===== src/rtl/i2cb_pkg.sv =====
package i2cb_pkg;
  localparam int B_CE  = 7;
  localparam int B_EN  = 6;
  localparam int B_STA = 5;
  localparam int B_STO = 4;
  localparam int B_FLG = 3;
  localparam int B_AAK = 2;

  localparam logic [7:0] ST_START   = 8'h08;
  localparam logic [7:0] ST_RESTART = 8'h10;
  localparam logic [7:0] ST_IDLE    = 8'hF8;

  localparam int BYTE_STEPS = 18;

  typedef enum logic [2:0] {SQ_IDLE, SQ_START, SQ_RSTART, SQ_BYTE, SQ_STOP} seq_e;

  // Outcome code of a finished byte step.
  function automatic logic [7:0] byte_code(input logic is_addr, input logic is_rd,
                                           input logic acked);
    logic [7:0] c;
    if (is_addr) c = is_rd ? 8'h40 : 8'h18;
    else         c = is_rd ? 8'h50 : 8'h28;
    if (!acked) c = c + 8'h08;
    return c;
  endfunction

  // Nine bits placed on the data line, MSB first; 1 means released.
  function automatic logic [8:0] byte_frame(input logic rd_data, input logic [7:0] txb,
                                            input logic give_ack);
    return rd_data ? {8'hFF, ~give_ack} : {txb, 1'b1};
  endfunction
endpackage


===== src/rtl/i2cb_halftick.sv =====
module i2cb_halftick #(
  parameter int HALF_TICKS = 2
) (
  input  logic clk,
  input  logic rst_n,
  input  logic tick,
  input  logic clear,
  output logic hstep
);
  localparam int CW = (HALF_TICKS > 1) ? $clog2(HALF_TICKS) : 1;
  localparam logic [CW-1:0] LAST = CW'(HALF_TICKS - 1);

  logic [CW-1:0] cnt;

  assign hstep = tick && (cnt == LAST);

  always_ff @(posedge clk or negedge rst_n) begin
    if (!rst_n)      cnt <= '0;
    else if (clear)  cnt <= '0;
    else if (tick)   cnt <= hstep ? '0 : cnt + 1'b1;
  end
endmodule


===== src/rtl/i2cb_shift9.sv =====
module i2cb_shift9 (
  input  logic       clk,
  input  logic       rst_n,
  input  logic       load,
  input  logic [8:0] frame_in,
  input  logic       adv,
  input  logic       sin,
  output logic       nxt_bit,
  output logic [7:0] rx_byte
);
  logic [8:0] fr;

  assign nxt_bit = fr[7];

  always_ff @(posedge clk or negedge rst_n) begin
    if (!rst_n) begin
      fr      <= '1;
      rx_byte <= '0;
    end else if (load) begin
      fr      <= frame_in;
      rx_byte <= '0;
    end else if (adv) begin
      fr      <= {fr[7:0], 1'b1};
      rx_byte <= {rx_byte[6:0], sin};
    end
  end
endmodule


===== src/rtl/i2cb_master.sv =====
module i2cb_master
  import i2cb_pkg::*;
#(
  parameter int HALF_TICKS = 2
) (
  input  logic       clk,
  input  logic       rst_n,
  input  logic       tick,
  input  logic       irq_en,
  input  logic       wr_ctl,
  input  logic       wr_data,
  input  logic [7:0] wdata,
  output logic [7:0] ctl_q,
  output logic [7:0] data_q,
  output logic [7:0] stat_q,
  output logic       irq,
  input  logic       scl_in,
  input  logic       sda_in,
  output logic       scl_lo,
  output logic       sda_lo
);
  localparam int SW = $clog2(BYTE_STEPS);
  localparam logic [SW-1:0] LAST_BYTE_STEP = SW'(BYTE_STEPS - 1);

  seq_e          sq;
  logic [SW-1:0] step;
  logic          active, addr_ph, rd_mode;
  logic          ce, en, aak, iflg;
  logic [7:0]    data_r, stat_r;

  // Named internal events for the assertions.
  logic busy, wr_ok, go, bus_free;
  logic ev_start, ev_refuse, ev_rstart, ev_stop, ev_byte, launch;
  logic hstep, adv, last_step, seq_done;
  logic start_done, rstart_done, stop_done, byte_done;
  logic nxt_bit, byte_rd, acked;
  logic [7:0] rx_byte;
  logic [8:0] frame_new;

  assign busy      = (sq != SQ_IDLE);
  assign wr_ok     = wr_ctl && !busy;
  assign go        = wr_ok && wdata[B_EN] && !wdata[B_FLG];
  assign bus_free  = scl_in && sda_in;
  assign ev_start  = go && wdata[B_STA] && !active && bus_free;
  assign ev_refuse = go && wdata[B_STA] && !active && !bus_free;
  assign ev_rstart = go && wdata[B_STA] && active;
  assign ev_stop   = go && !wdata[B_STA] && wdata[B_STO] && active;
  assign ev_byte   = go && !wdata[B_STA] && !wdata[B_STO] && active;
  assign launch    = ev_start || ev_rstart || ev_stop || ev_byte;

  assign frame_new = byte_frame(rd_mode && !addr_ph, data_r, wdata[B_AAK]);
  assign byte_rd   = addr_ph ? data_r[0] : rd_mode;
  assign acked     = !sda_in;

  always_comb begin
    unique case (sq)
      SQ_START:  last_step = (step == '0);
      SQ_RSTART: last_step = (step == SW'(2));
      SQ_STOP:   last_step = (step == SW'(1));
      SQ_BYTE:   last_step = (step == LAST_BYTE_STEP);
      default:   last_step = 1'b0;
    endcase
  end

  assign seq_done    = busy && hstep && last_step;
  assign adv         = (sq == SQ_BYTE) && hstep && step[0];
  assign start_done  = seq_done && (sq == SQ_START);
  assign rstart_done = seq_done && (sq == SQ_RSTART);
  assign stop_done   = seq_done && (sq == SQ_STOP);
  assign byte_done   = seq_done && (sq == SQ_BYTE);

  i2cb_halftick #(.HALF_TICKS(HALF_TICKS)) u_half (
    .clk(clk), .rst_n(rst_n), .tick(tick), .clear(launch), .hstep(hstep)
  );

  i2cb_shift9 u_shift (
    .clk(clk), .rst_n(rst_n), .load(ev_byte), .frame_in(frame_new),
    .adv(adv), .sin(sda_in), .nxt_bit(nxt_bit), .rx_byte(rx_byte)
  );

  always_ff @(posedge clk or negedge rst_n) begin
    if (!rst_n) begin
      sq <= SQ_IDLE; step <= '0; active <= 1'b0; addr_ph <= 1'b0; rd_mode <= 1'b0;
      ce <= 1'b0; en <= 1'b0; aak <= 1'b0; iflg <= 1'b0;
      data_r <= '0; stat_r <= ST_IDLE; scl_lo <= 1'b0; sda_lo <= 1'b0;
    end else begin
      if (wr_ok) begin
        ce  <= wdata[B_CE];
        en  <= wdata[B_EN];
        aak <= wdata[B_AAK];
        if (!wdata[B_FLG]) iflg <= 1'b0;
      end
      if (wr_data && !busy) data_r <= wdata;
      if (ev_refuse) iflg <= 1'b1;
      if (ev_start)  begin sq <= SQ_START;  sda_lo <= 1'b1; end
      if (ev_rstart) begin sq <= SQ_RSTART; sda_lo <= 1'b0; end
      if (ev_stop)   begin sq <= SQ_STOP;   sda_lo <= 1'b1; end
      if (ev_byte)   begin sq <= SQ_BYTE;   sda_lo <= ~frame_new[8]; end
      if (launch) step <= '0;

      if (busy && hstep) begin
        step <= step + 1'b1;
        unique case (sq)
          SQ_START: scl_lo <= 1'b1;
          SQ_RSTART: begin
            if (step == '0)         scl_lo <= 1'b0;
            else if (step == SW'(1)) sda_lo <= 1'b1;
            else                     scl_lo <= 1'b1;
          end
          SQ_STOP: begin
            if (step == '0) scl_lo <= 1'b0;
            else            sda_lo <= 1'b0;
          end
          SQ_BYTE: begin
            if (!step[0]) scl_lo <= 1'b0;
            else begin
              scl_lo <= 1'b1;
              sda_lo <= last_step ? 1'b0 : ~nxt_bit;
            end
          end
          default: ;
        endcase

        if (seq_done) begin
          sq <= SQ_IDLE;
          unique case (sq)
            SQ_START:  begin stat_r <= ST_START;   iflg <= 1'b1; active <= 1'b1; addr_ph <= 1'b1; end
            SQ_RSTART: begin stat_r <= ST_RESTART; iflg <= 1'b1; addr_ph <= 1'b1; end
            SQ_STOP:   begin stat_r <= ST_IDLE;    active <= 1'b0; addr_ph <= 1'b0; end
            SQ_BYTE: begin
              stat_r  <= byte_code(addr_ph, byte_rd, acked);
              iflg    <= 1'b1;
              addr_ph <= 1'b0;
              if (addr_ph) rd_mode <= data_r[0];
              else if (rd_mode) data_r <= rx_byte;
            end
            default: ;
          endcase
        end
      end
    end
  end

  assign ctl_q  = {ce, en, (sq == SQ_START) || (sq == SQ_RSTART), (sq == SQ_STOP),
                   iflg, aak, 2'b00};
  assign data_q = data_r;
  assign stat_q = stat_r;
  assign irq    = irq_en && (stat_r != ST_IDLE);

  assert_start_code_R2: assert property (@(posedge clk) disable iff (!rst_n)
    start_done |=> (stat_q == ST_START) && ctl_q[B_FLG] && scl_lo);

  assert_rstart_code_R3: assert property (@(posedge clk) disable iff (!rst_n)
    rstart_done |=> (stat_q == ST_RESTART) && ctl_q[B_FLG]);

  assert_stop_release_R8: assert property (@(posedge clk) disable iff (!rst_n)
    stop_done |=> (stat_q == ST_IDLE) && !scl_lo && !sda_lo);

  assert_refuse_quiet_R10: assert property (@(posedge clk) disable iff (!rst_n)
    ev_refuse |=> (stat_q == ST_IDLE) && !scl_lo && !sda_lo && ctl_q[B_FLG]);

  assert_scl_steady_R13: assert property (@(posedge clk) disable iff (!rst_n)
    (busy && !hstep) |=> $stable(scl_lo));

  assert_busy_data_hold_R12: assert property (@(posedge clk) disable iff (!rst_n)
    (busy && !seq_done) |=> $stable(data_q));

  assert_step_bound_R4: assert property (@(posedge clk) disable iff (!rst_n)
    (sq == SQ_BYTE) |-> (step <= LAST_BYTE_STEP));

  assert_launch_clears_flag_R5: assert property (@(posedge clk) disable iff (!rst_n)
    launch |=> !ctl_q[B_FLG]);
endmodule


===== config.mk =====
export PLATFORM = sky130hd
export DESIGN_NAME = i2cb_master
export DESIGN_NICKNAME = d
export VERILOG_FILES = /design/src/rtl/i2cb_pkg.sv /design/src/rtl/i2cb_halftick.sv /design/src/rtl/i2cb_shift9.sv /design/src/rtl/i2cb_master.sv
export SDC_FILE = /design/constraint.sdc
export NUM_CORES = 1
export LEC_CHECK = 0
export ABC_AREA = 1
export BUFFER_PORTS_ARGS = -buffer_cell sky130_fd_sc_hd__buf_2
export CAP_MARGIN = 5
export CORE_MARGIN = 1
export CORE_UTILIZATION = 57
export CTS_CLUSTER_DIAMETER = 150
export DETAILED_ROUTE_END_ITERATION = 10
export PLACE_DENSITY = 0.8
export SYNTH_ARGS = -nofsm -noshare
export SYNTH_HDL_FRONTEND = slang
export SYNTH_SLANG_ARGS = --single-unit

===== constraint.sdc =====
create_clock -name clk -period 3 [get_ports clk]
set_input_delay 0.15 -clock clk [delete_from_list [all_inputs] [get_ports clk]]
set_output_delay 0.15 -clock clk [all_outputs]
set_load 0.01 [all_outputs]

After elaboration in Yosys (flattened, before gate mapping)
Cells that the tools add are included.
{"block": "totals", "ff_bits": 50, "wordCells": 137}
{"block": "classes", "add_sub_neg": 3, "eq_ne": 10, "mux": 56, "bitwise_logic": 3, "n_reduce_logical": 49}
{"operator": "$mux 8", "n": 14}
{"operator": "$pmux 8 s4", "n": 1}
{"operator": "$mux 1", "n": 24}
{"operator": "$logic_and 1x1->1", "n": 22}
{"operator": "$mux 7", "n": 3}
{"operator": "$mux 3", "n": 6}
{"operator": "$reduce_and 3->1", "n": 4}
{"operator": "$mux 5", "n": 2}
{"operator": "$reduce_bool 2->1", "n": 5}
{"operator": "$mux 9", "n": 1}
{"operator": "$add 8x4->8 const B", "n": 1}
{"operator": "$ne 8x8->1 const B", "n": 1}
{"operator": "$pmux 1 s4", "n": 2}
{"operator": "$logic_not 1->1", "n": 7}
{"operator": "$eq 3x2->1 const B", "n": 2}
{"operator": "$add 5x1->5 const B", "n": 1}
{"operator": "$eq 5x1->1 const B", "n": 1}
{"operator": "$eq 5x2->1 const B", "n": 1}
{"operator": "$eq 5x5->1 const B", "n": 1}
{"operator": "$logic_not 5->1", "n": 1}
{"operator": "$logic_or 1x1->1", "n": 4}
{"operator": "$pmux 1 s2", "n": 2}
{"operator": "$reduce_and 4->1", "n": 1}
{"operator": "$reduce_bool 4->1", "n": 1}
{"operator": "10 further kinds", "n": 13}

Depth between registers and ports, before layout
{"block": "depth", "ltp_word": 16, "mapped_depth": 12, "depth_no_buf": 12}

By module
A second synthesis with hierarchy kept.
{"block": "unflattened", "cells_unflattened": 332, "hier_area_um2": 2662.6}
{"mod": "i2cb_master", "instances": 1, "cells_per_inst": 247, "area_each_um2": 1880.6, "seq_area_each_um2": 757.0}
{"mod": "i2cb_shift9", "instances": 1, "cells_per_inst": 78, "area_each_um2": 732.0, "seq_area_each_um2": 410.4}
{"mod": "i2cb_halftick", "instances": 1, "cells_per_inst": 7, "area_each_um2": 50.0, "seq_area_each_um2": 25.0}

Least setup slack after synthesis
Ideal clock, no wire load.
{"block": "synth_path", "kind": "reg2reg", "from": "reg sq[2]", "to": "reg data_r[4] (netlist: data_q[4])", "setup_ns": 0.118, "arrival_time_ns": 1.738, "t_required_ns": 2.882, "slack_ns": 1.144, "stages_incl_launch_ff": 12, "path_buffers": 1, "cell_sequence": "dfrtp_1 -> inv_2 -> nand2_4 -> nor2_8 -> ha_1 -> nor3_1 -> nand2_1 -> nand2_4 -> nand4_4 -> buf_6 -> nand2_2 -> o21ai_2"}
{"block": "synth_between", "elab_chain_len": 9}
{"element": "start: declaration", "line_no": "i2cb_master.sv:25", "source": "seq_e sq;"}
{"element": "start signal: assignment", "line_no": "i2cb_master.sv:83", "source": "sq <= SQ_IDLE; step <= '0; active <= 1'b0; addr_ph <= 1'b0; rd_mode <= 1'b0;"}
{"element": "start signal: assignment", "line_no": "i2cb_master.sv:95", "source": "if (ev_start) begin sq <= SQ_START; sda_lo <= 1'b1; end"}
{"element": "start signal: assignment", "line_no": "i2cb_master.sv:96", "source": "if (ev_rstart) begin sq <= SQ_RSTART; sda_lo <= 1'b0; end"}
{"element": "$reduce_bool 3->1", "line_no": "i2cb_master.sv:40", "source": "assign busy = (sq != SQ_IDLE);"}
{"element": "$logic_not 1->1", "line_no": "i2cb_master.sv:93", "source": "if (wr_data && !busy) data_r <= wdata;"}
{"element": "$logic_and 1x1->1", "line_no": "i2cb_master.sv:93"}
{"element": "$mux 8", "line_no": "i2cb_master.sv:93"}
{"element": "$mux 8", "line_no": "i2cb_master.sv:135", "source": "else if (rd_mode) data_r <= rx_byte;"}
{"element": "$mux 8", "line_no": "i2cb_master.sv:134", "source": "if (addr_ph) rd_mode <= data_r[0];"}
{"element": "$mux 8", "line_no": "i2cb_master.sv:126", "source": "unique case (sq)"}
{"element": "$mux 8", "line_no": "i2cb_master.sv:124", "source": "if (seq_done) begin"}
{"element": "$mux 8 (*)", "line_no": "i2cb_master.sv:101", "source": "if (busy && hstep) begin"}
{"element": "end signal: assignment", "line_no": "i2cb_master.sv:93"}
{"element": "end signal: assignment", "line_no": "i2cb_master.sv:135"}
{"element": "end: declaration", "line_no": "i2cb_master.sv:29", "source": "logic [7:0] data_r, stat_r;"}
Mark *: on every way between the ends. The rest lies on a longest branch, timed or not.
A chain may end at the register's enable or synchronous reset.

Worst setup path after layout
{"block": "layout_path", "from": "reg sq[2]", "to": "reg active"}
{"block": "layout_between", "elab_chain_len": 4}
{"element": "$eq 3x2->1 (tied with other cells)", "line_no": "i2cb_master.sv:56", "source": "unique case (sq)"}
{"element": "$pmux 1 s4 / $logic_and 1x1->1 (equally long branches)", "line_no": "i2cb_master.sv:56, i2cb_master.sv:65, i2cb_master.sv:101"}
{"element": "$logic_and 1x1->1", "line_no": "i2cb_master.sv:65", "source": "assign seq_done = busy && hstep && last_step;"}
{"element": "$reduce_and 3->1 (no source line)"}
{"element": "end signal: assignment", "line_no": "i2cb_master.sv:83"}
{"element": "end signal: assignment", "line_no": "i2cb_master.sv:127", "source": "SQ_START: begin stat_r <= ST_START; iflg <= 1'b1; active <= 1'b1; addr_ph <= 1'b1; end"}
{"element": "end signal: assignment", "line_no": "i2cb_master.sv:129", "source": "SQ_STOP: begin stat_r <= ST_IDLE; active <= 1'b0; addr_ph <= 1'b0; end"}
{"element": "end: declaration", "line_no": "i2cb_master.sv:27", "source": "logic active, addr_ph, rd_mode;"}
Several ways; a longest one is shown, not always the timed one.

==> impl_metrics.yaml <==
placement:
  dp_slack_ps: 850
  hpwl_um: 4370
  io_buffers: 37
  gp_congestion: 0.928
timing:
  worst_pin_slew_ps: 1030
  grt_setup_unrepaired: "no"
  hold_slack_ps: 21.0
  finalHoldViolCount: 0
  setup_ws_ps: 822
  min_period_over_period_pct: 72.6
  relSlewSlack_pct: 31.3
  final.setup.tns_ps: 0
  finClkSkew_ps: 9.46
  fmax_mhz: 459
  setup_viol_count_final: 0
  final_max_slew_viol_count: 0
  post-route-min-period_ps: 2180
synthesis:
  synth-seq-cells: 47
  yosys.cell_count.top_type: "nand2_1"
  synth_flop_cell: "dfrtp_1"
  synthArstFlopShare_pct: 100
  avgSynthCellArea_um2: 8.06
  ys_top_cells_by_area: "dfrtp_1, nand2_1, dfstp_2"
  synth_top_area_cell: "dfrtp_1"
  yosysTopAreaCellShare_pct: 30.7
  syn-cell-area_um2: 2770
  yosysSeqAreaShare_pct: 43.0
  yosysUniqueCellTypes: 38
  synth_top_cells_by_count: "nand2_1, inv_1, nor2_1"
  ys_warn_count: 0
  synthCells: 344
  synth_edf_count: 0
cts:
  numCtsBuffers: 5
  clk_latency_ps: 310
  cts_tree: "done"
  postCtsResizedCells: 0
  htree_levels: 2
  cts_setup_buffers: 0
  cts_hold_buf: 0
  clk_pin_slew_worst_paths_ps: 90
  clock_path_buffers: 2
  cts-root-buf: "clkbuf_8"
  clock-sinks: 47
power_and_ir_drop:
  powerDensity_nw_per_um2: 421
  ir_drop_v: 0.000377
  fin_total_pwr_mw: 1.28
  p_leak_nw: 1.66
detailed_routing:
  drt_wl_total_um: 5760
  drc_errors: 0
  via_per_inst: 5.26
  routed-via-count: 2288
  drtIter0Drc: 195
  ant_nets: 0
  drt_pre_antenna_iters: 4
  wl_per_cell_um: 13.2
setup_path:
  cp.required_ps: 3210
  regToRegSetupSlack_ps: 820
  worstRegToRegCells: 12
  crit_fanout: 12
  regToRegStartpoint: "sq[2]$_DFF_PN0_"
  r2r-end: "active$_DFFE_PN0P_"
  start_kind: "flip-flop"
  cp-end-kind: "flip-flop"
  criticalPathCategory: "reg2reg"
  arrival_ps: 2390
finish:
  final_nets: 401
  post-route-util_pct: 64.6
  area_delta_synth_final_pct: 9.44
  seq_area_um2: 1190
  antenna_cells: 0
  multiInputGateArea_um2: 1320
  drive_gt1_share_pct: 26.8
  nFillCells: 409
floorplanning:
  die_y_um: 71.7
  core_um2: 4690
  initial_utilization_pct: 59.1
  die_area_um2: 5150
  io_pins: 43
  rows: 25
  fp.dieW_um: 71.7
status:
  status: "completed"
min_path:
  min_path_type: "in2async"
global_routing:
  grt_pass1_wl_um: 9480
  grt_pass1_vias: 2031
  antenna_found_initial: 0
  overflow: 0
  grt_start_max_net_pins: 48
  track_usage_pct: 24.3
run:
  max-cap-violations: 0
worst max-delay path: stages, from the launching register on:
cell     delay [ps]
dfrtp_1         400
inv_2           180
nand2_4         110
nor2_8          170
ha_1            250
nor3_1          200
nand2_1         110
nand2_4          90
nand2_2         150
inv_1           230
nand2_1          80
nand2_1          60
nand2_1          50
layout make-up:
type	instances	area share (%)
Tap cell	54	2.23
Sequential cell	47	39.3
Multi-Input combinational cell	244	43.6
Inverter	44	5.45
Timing Repair Buffer	38	6.35
Clock inverter	1	0.165
Clock buffer	7	2.85
routing by layer:
| metal | wire length, um | GRT usage [%] | vias up |
|---|---|---|---|
| met5 | 0 | 0 | - |
| met4 | 94 | 9.80 | 0 |
| met3 | 323 | 4.92 | 9 |
| met2 | 2700 | 38.1 | 75 |
| met1 | 2650 | 33.1 | 1062 |
| li1 | - | - | 1142 |
power breakdown:
part           internal (mW)  switching (mW)
Sequential             0.668          0.0395
Clock                  0.186           0.215
Combinational         0.0559           0.113
Total                  0.910           0.368
through the flow:
stage | std cells | cell area (um2)
floorplan | 348 | 2790
CTS | 435 | 3030
finish | 435 | 3030
global placement | 427 | 2940
global route | 435 | 3030
detailed placement | 427 | 2940
registers in the layout, summed over array words and instances (netlist names):
| signal | cells |
|---|---|
| sq | 3 |
| u_shift.rx_byte | 8 |
| aak | 1 |
| ce | 1 |
| data_q | 8 |
| u_shift.fr | 8 |
| rd_mode | 1 |
| step | 5 |
| stat_q | 5 |
| active | 1 |
| en | 1 |
| addr_ph | 1 |
| scl_lo | 1 |
| u_half.cnt | 1 |
| iflg | 1 |
| sda_lo | 1 |
how the worst max path moves through the flow:
| stage | start | endpoint | slack [ps] |
|---|---|---|---|
| 6_report | sq[2]$_DFF_PN0_ | active$_DFFE_PN0P_ | 820 |
| 5_1_grt | sq[2]$_DFF_PN0_ | stat_q[5]$_DFFE_PN1P_ | 580 |
| 4_1_cts | sq[2]$_DFF_PN0_ | active$_DFFE_PN0P_ | 850 |
| 3_5_place_dp | sq[2]$_DFF_PN0_ | active$_DFFE_PN0P_ | 850 |
| 3_3_place_gp | sq[2]$_DFF_PN0_ | active$_DFFE_PN0P_ | 960 |
| 2_1_floorplan | sq[2]$_DFF_PN0_ | data_q[4]$_DFF_PN0_ | 1140 |
cell families after synthesis:
family | share of synthesized area, %
other | 0.135
DFF | 43.0
and+or+nand+nor | 32.6
muxes | 2.80
adders and majority gates | 2.26
AOI/OAI and AO/OA | 9.12
xor gates and xnor gates | 0.316
buffers and inverters | 9.75
cell usage in the layout (no fill, tap or decap), types with 2 or more instances in the layout:
| cell | n |
|---|---|
| nand2_1 | 95 |
| inv_1 | 40 |
| nor2_1 | 38 |
| buf_2 | 37 |
| dfrtp_1 | 34 |
| nand3_1 | 16 |
| dfstp_2 | 13 |
| o21ai_0 | 12 |
| o21ai_2 | 8 |
| a21oi_1 | 8 |
| or2_2 | 7 |
| nor3_1 | 6 |
| mux2_2 | 6 |
| clkbuf_8 | 6 |
| nand2_4 | 5 |
| ha_1 | 5 |
| conb_1 | 5 |
| inv_2 | 4 |
| nor2_4 | 4 |
| o21ai_1 | 4 |
| nand2_2 | 3 |
| nand4_4 | 2 |
| a31oi_1 | 2 |
| o31ai_1 | 2 |
| nand3b_1 | 2 |
| o21a_1 | 2 |
| nor2_2 | 2 |
| o22ai_1 | 2 |
(Power assumes the default switching activity.)
